===== src/rtl/lnk_bringup.sv =====
module lnk_bringup #(
  parameter int APS_MS = 50,
  parameter int FLP_MS = 16
) (
  input  logic       clk,
  input  logic       rst_n,
  input  logic       ms_tick,
  input  logic       an_en,
  input  logic       an_restart,
  input  logic       pwr_down,
  input  logic       aps_en,
  input  logic       smart_en,
  input  logic       frc_hi,
  input  logic       frc_lo,
  input  logic       frc_full,
  input  logic       link_up,
  input  logic       giga_fail,
  input  logic       pdet,
  input  logic       pdet_100,
  output logic       pulse_req,
  output logic       an_active,
  output logic [1:0] speed,
  output logic       full_dup
);
  localparam int CW = $clog2(APS_MS + 1);
  localparam logic [CW-1:0] APS_CNT = CW'(APS_MS);
  localparam logic [CW-1:0] FLP_CNT = CW'(FLP_MS);

  typedef enum logic [2:0] {S_OFF, S_FRC, S_NEG, S_UP, S_HOLD} st_t;

  st_t           st, nx;
  logic          dshift, nds, restart, aps_q, reload;
  logic [CW-1:0] cnt;
  logic [CW-1:0] intv;

  assign intv   = aps_en ? APS_CNT : FLP_CNT;
  assign reload = restart | (aps_en != aps_q);

  always_comb begin
    nx      = st;
    nds     = dshift;
    restart = 1'b0;
    if (pwr_down) nx = S_OFF;
    else if (!an_en) nx = S_FRC;
    else if (st == S_OFF || st == S_FRC || an_restart || (st == S_UP && !link_up)) begin
      nx      = S_NEG;
      nds     = 1'b0;
      restart = 1'b1;
    end else if (st == S_NEG) begin
      if (link_up) nx = S_UP;
      else if (giga_fail && !dshift) begin
        if (smart_en) nds = 1'b1;
        else          nx  = S_HOLD;
      end
    end
  end

  always_ff @(posedge clk) begin
    if (!rst_n) begin
      st        <= S_NEG;
      dshift    <= 1'b0;
      aps_q     <= 1'b1;
      cnt       <= APS_CNT;
      pulse_req <= 1'b0;
    end else begin
      st        <= nx;
      dshift    <= nds;
      aps_q     <= aps_en;
      pulse_req <= !reload && st == S_NEG && nx == S_NEG && ms_tick && cnt == CW'(1);
      if (reload) cnt <= intv;
      else if (st == S_NEG && ms_tick) cnt <= (cnt == CW'(1)) ? intv : cnt - CW'(1);
    end
  end

  assign an_active = (st == S_NEG);

  always_comb begin
    if (st == S_FRC)              speed = frc_hi ? 2'b10 : {1'b0, frc_lo};
    else if (st == S_UP && pdet)  speed = {1'b0, pdet_100};
    else                          speed = dshift ? 2'b01 : 2'b10;
  end

  assign full_dup = (st == S_FRC) ? frc_full : (st == S_UP && !pdet);
endmodule



===== config.mk =====
export PLATFORM = sky130hd
export DESIGN_NAME = lnk_bringup
export DESIGN_NICKNAME = d
export VERILOG_FILES = /design/src/rtl/lnk_bringup.sv
export SDC_FILE = /design/constraint.sdc
export NUM_CORES = 1
export LEC_CHECK = 0
export BUFFER_PORTS_ARGS = -buffer_cell sky130_fd_sc_hd__buf_2
export CAP_MARGIN = 20
export CORE_MARGIN = 2
export CORE_UTILIZATION = 25
export DETAILED_ROUTE_END_ITERATION = 10
export GPL_ROUTABILITY_DRIVEN = 0
export HOLD_SLACK_MARGIN = 0.03
export PLACE_DENSITY_LB_ADDON = 0.1
export REMOVE_ABC_BUFFERS = 1
export SYNTH_ARGS = -nofsm -noshare
export SYNTH_HDL_FRONTEND = slang
export SYNTH_SLANG_ARGS = --single-unit

===== constraint.sdc =====
create_clock -name clk -period 2.15 [get_ports clk]
set_clock_uncertainty 0.2 [all_clocks]
set_input_delay 0.3225 -clock clk [delete_from_list [all_inputs] [get_ports clk]]
set_output_delay 0.3225 -clock clk [all_outputs]
set_load 0.01 [all_outputs]

==> impl_metrics.toml, run 1 <==
[floorplanning]
die_h_um = 59.21
dieArea_um2 = 3505
pin_count = 20
core_area_um2 = 2978
die_x_um = 59.21
rows = 20
start_util = 0.2559

[setup_path]
crit_end = "speed[1]"
crit_chain = "buf_4 -> nor2_1 -> a21oi_1 -> a31o_2 -> buf_2"
crit_arrival_ps = 1470
cp_top_family = "flip-flops"
r2r_slack_ps = 270
critPathLaunch = "st[2]"
crit_buf_inv = 2
cp_num_cells = 5
startpoint_type = "flop"
worstPathRequired_ps = 1630
rr_worst_depth = 5
crit_slowest_cell = "dfxtp_1"
crit_fanout = 6
max_stage_delay_ps = 360
endpoint_kind = "primary output"
r2r-end = "cnt[3]"
timing.rr.start = "st[2]"
crit_type = "reg -> out"

[yosys]
synth_area_leaders = "dfxtp_1, a21oi_1, nand2b_1"
netlist_instances = 91
yosys_most_used_dff = "dfxtp_1"
async_reset_ff_frac = 0
synth-seq-cells = 12
ys_warn_count = 0
yosysMostFrequentCell = "dfxtp_1"
synth_area_um2 = 762.0
yosysTopAreaCellShare = 0.3153
syn_area_per_cell_um2 = 8.373
ys_types = 40
yosysSeqAreaShare = 0.3153
synth_enable_flop_cells = 0
synth_common_cells = "dfxtp_1, a21oi_1, inv_1"
synth_top_area_cell = "dfxtp_1"

[cts]
path_clk_slew_ps = 70
clock-root-buffer = "clkbuf_4"
cts_resized = 0
holdBufCountCts = 0
cts_sinks = 12
cts_tree = "done"
post_cts_buffers = 0
h-tree-depth = 1
insertion_delay_ps = 270
clk_path_buf_depth = 2
numCtsBuffers = 3

[grt]
grt_overflow = 0
antenna_found_initial = 0
grt_pass1_vias = 627
grt.met3_usage = 0.02838
grt_pass1_wl_mm = 2.925
grt.busiest_layer = "met1"
grtUsageMet1 = 0.1671
use_met2 = 0.1429
track_usage = 0.1117
grt_max_degree = 9

[power_and_ir_drop]
p_per_area_nw_per_um2 = 578.4
power.leakage_nw = 0.3944
p_int_uw = 391.8
seqPwrFrac = 0.456
p_sw_frac = 0.2754
clockPowerShare = 0.330
p_switching_uw = 148.9
vdd_drop_max_mv = 0.3022
power_frac_comb = 0.214

[placed_design]
dp_worst_setup_slack_ps = 235.0
place_hpwl_mm = 1.479
io_buffers = 19

[sta]
finalSetupTns_ps = 0
fin_crit_ps = 1995
rsz0062_at_grt = "no"
hold_viol = 0
finalMaxSlewViolations = 0
setup_viol = 0
max_freq_ghz = 0.5012
relSlewSlack = 0.6830
setup_slack_ps = 154.7
layout_worst_path_cycle_share = 0.9280
timing.hold.ws_ps = 88.34
tightest_slew_ps = 471.9

[layout]
ff_latch_area_um2 = 240.2
drive_gt1_frac = 0.2783
syn2layout_area_growth_pct = 22.66
nets = 133
diodes = 0
multi_input_area_um2 = 473.0
filler_cell_count = 320

[routing]
wl_mm = 1.826
vias_per_cell = 5.041
drtIter0Drc = 27
drc_errors = 0
dr.pass1.iters = 4
dr_total_vias = 746
antenna_left = 0
wl_per_cell_um = 12.34

[hold_path]
holdCritPathClass = "in -> reg"
whs_path_depth = 2

[run]
maxCapViolations = 0

[run_status]
status = "finished, final reports clean"
## power by group through the flow
stage	clock network [mW]	registers, mW	logic [mW]
floorplan	0	0.250	0.0737
global placement	0	0.251	0.117
detailed placement	0	0.251	0.116
CTS	0.186	0.246	0.116
global route	0.199	0.248	0.129
finish	0.178	0.246	0.116
## kinds of logic (layout without fill, tap and decap cells)
logic type	after synthesis	after routing	synth area share
XOR/XNOR	1	1	0.01150
flip-flops	12	12	0.3153
adder cells (fa/ha/maj)	2	2	0.03284
AO/OA/AOI/OAI	27	27	0.2562
buffers and inverters	9	33	0.06404
AND/OR/NAND/NOR	40	40	0.3202
## routing by layer
metal / share of wire / up-vias
met2: 0.42 / 16
met3: 0.049 / 2
met4: 0.010 / 0
li1: - / 392
met1: 0.52 / 336
met5: 0 / -
## cell type report
cell class              instances  area share
well taps                      33     0.04418
repair buffers                 22      0.1258
clock buffers                   4     0.03882
flip-flops and latches         12      0.2570
inverters                       7     0.02811
multi-input cells              70      0.5060
## worst min-delay path by stage
stage                     slack [ps]  endpoint    from
final                             90     aps_q  aps_en
after global routing             100     aps_q  aps_en
after CTS                         80     aps_q  aps_en
after detailed placement         300    cnt[3]  cnt[3]
after global placement           300    cnt[3]  cnt[3]
after floorplan                  200     st[1]   rst_n
## through the flow
step | area [µm²] | power (mW) | utilization | instances
2_1_floorplan | 739.5 | 0.3234 | - | 89
3_3_place_gp | 898.4 | 0.3681 | 0.3017 | 144
3_5_place_dp | 898.4 | 0.3670 | 0.3017 | 144
4_1_cts | 934.6 | 0.5483 | 0.3139 | 148
5_1_grt | 934.6 | 0.5764 | 0.3139 | 148
6_report | 934.6 | 0.5406 | 0.3139 | 148
## flip-flops by register name, summed over array words and instances (netlist names)
register,flops
aps_q,1
cnt,6
dshift,1
pulse_req,1
st,3
## placed cells by master (no fill, tap or decap), drive strengths merged, types with 2 or more instances in the layout
| master | n |
|---|---|
| nor3b | 3 |
| dfxtp | 12 |
| or3 | 2 |
| o21ai | 3 |
| a2111oi | 2 |
| nand2 | 7 |
| nor3 | 4 |
| nand2b | 5 |
| nor2 | 6 |
| ha | 2 |
| nand3b | 2 |
| o21a | 2 |
| inv | 7 |
| clkbuf | 4 |
| a21oi | 9 |
| a221o | 2 |
| and3 | 2 |
| buf | 22 |
(Power assumes the default switching activity.)
==> run 2: changes to the inputs <==
--- a/config.mk
+++ b/config.mk
@@ -7,8 +7,8 @@
 export LEC_CHECK = 0
 export BUFFER_PORTS_ARGS = -buffer_cell sky130_fd_sc_hd__buf_2
 export CAP_MARGIN = 20
-export CORE_MARGIN = 2
-export CORE_UTILIZATION = 25
+export CORE_MARGIN = 5
+export CORE_UTILIZATION = 50
 export DETAILED_ROUTE_END_ITERATION = 10
 export GPL_ROUTABILITY_DRIVEN = 0
 export HOLD_SLACK_MARGIN = 0.03
==> constraint.sdc (replaced) <==
create_clock -name clk -period 1.9 [get_ports clk]
set_clock_uncertainty 0.2 [all_clocks]
set_input_delay 0.285 -clock clk [delete_from_list [all_inputs] [get_ports clk]]
set_output_delay 0.285 -clock clk [all_outputs]
set_load 0.01 [all_outputs]
==> impl_metrics.toml, run 2 (same netlist as run 1, synthesis figures left out) <==
[run_status]
status = "finished, final reports clean"

[grt]
grt_pass1_vias = 626
antenna_found_initial = 0
grt_pass1_wl_mm = 2.635
grt_max_degree = 9
track_usage = 0.1388
grt_overflow = 0

[routing]
wl_met3_um = 105
wl_per_cell_um = 12.58
met1_length_um = 824
wl_met2_um = 769
dr_total_vias = 767
vias_per_cell = 5.599
drtIter0Drc = 13
dr.pass1.iters = 4
drc_errors = 0
antenna_left = 0
top_layer = "met4"
wl_mm = 1.723

[cts]
clk_path_buf_depth = 2
path_clk_slew_ps = 80
clock-root-buffer = "clkbuf_4"
cts_sinks = 12
holdBufCountCts = 0
h-tree-depth = 1
insertion_delay_ps = 270
cts_tree = "done"
numCtsBuffers = 3

[layout]
regMostFlops = "cnt"
diodes = 0
final_common_cell = "buf_2"
layout_common_cells = "buf_2, dfxtp_1, buf_4"
post-route-util = 0.6769
filler_cell_count = 134
syn2layout_area_growth_pct = 30.71
fin_area_um2 = 996.0
drive_gt1_frac = 0.3719
reg.largest.list = "cnt: 6 flops, st: 3 flops"
largest_reg_flops = 6
nets = 139

[sta]
finalMaxSlewViolations = 0
max_freq_ghz = 0.5351
setup_viol = 0
fin_crit_ps = 1869
layout_worst_path_cycle_share = 0.9835
tightest_slew_ps = 448.3
relSlewSlack = 0.6988
hold_viol = 0
rsz0062_at_grt = "yes"

[setup_path]
endpoint_kind = "flop"
worstPathRequired_ps = 1920
crit_fanout = 5
crit_type = "reg -> reg"
startpoint_type = "flop"
crit_arrival_ps = 1880

[power_and_ir_drop]
p_per_area_nw_per_um2 = 629.0
vdd_drop_max_mv = 0.4713
power.leakage_nw = 0.4295

[floorplanning]
rows = 14
pin_count = 20
die_h_um = 49.04
dieArea_um2 = 2404
core_area_um2 = 1471
die_x_um = 49.04
start_util = 0.5179

[hold_path]
holdCritPathClass = "in -> reg"

[run]
maxCapViolations = 0

[placed_design]
place_hpwl_mm = 1.382
io_buffers = 19
post_dp_cell_area_um2 = 914.6
==> run 2: changes by cell type in the layout (fill, tap and decap cells not counted), moves of 2 or more <==
cell | previous run | this run
a2111oi_0 | 2 | 0
buf_4 | 3 | 8
dfxtp_1 | 12 | 10
dfxtp_2 | 0 | 2
a2111oi_2 | 0 | 2
buf_6 | 0 | 2
==> run 2: final timing paths <==
path / from / end / slack (ps) / depth (start not counted)
setup / recovery: st[2] / cnt[3] / 30 / 5
hold / removal: aps_en / aps_q / 50 / 2
setup reg to reg: st[2] / cnt[3] / 30 / 5
hold reg to reg: cnt[3] / cnt[3] / 330 / 2
==> run 2: layout make-up <==
class,instances,area (µm²),share of cell area
sequential,12,242.7,0.2437
clock buffer,4,36.28,0.03643
timing repair buffer,28,172.7,0.1734
tap,16,20.02,0.02010
multi-input combinational,70,498.0,0.5000
inverter,7,26.28,0.02638
==> run 2: layer usage <==
layer	vias up	track usage
li1	401	-
met1	340	0.1889
met2	22	0.1978
met3	4	0.04893
met4	0	0.05381
met5	-	0
==> run 2: repair_timing <==
item / in CTS / in global routing
pin swaps: 0 / 1
buffers inserted: 0 / 1
gates resized for setup: 4 / 7
endpoints found under the setup margin: 3 / 6
==> run 2: through the flow <==
| stage | power (mW) | hold WS [ps] | TNS, ps | cells | setup WS (ps) |
|---|---|---|---|---|---|
| floorplan | 0.3659 | 161.2 | -53.57 | 89 | -53.57 |
| global placement | 0.4192 | 295.5 | 0 | 132 | 67.13 |
| detailed placement | 0.4203 | 306.2 | -69.74 | 132 | -69.74 |
| CTS | 0.6215 | 51.15 | 0 | 136 | 1.082 |
| global route | 0.6685 | 55.72 | -87.44 | 137 | -32.49 |
| finish | 0.6265 | 48.59 | 0 | 137 | 31.28 |
==> run 2: power breakdown <==
group,leakage [nW],switching (mW),internal (mW)
clock,0.0210,0.0831,0.116
combinational,0.310,0.0721,0.0751
sequential,0.0988,0.0141,0.266
==> run 2: worst max-delay path: stages (launching register included) <==
cell	delay [ps]
dfxtp_1	380
nor3b_4	240
nand2_2	110
or4_1	430
or3_1	340
a21oi_2	110
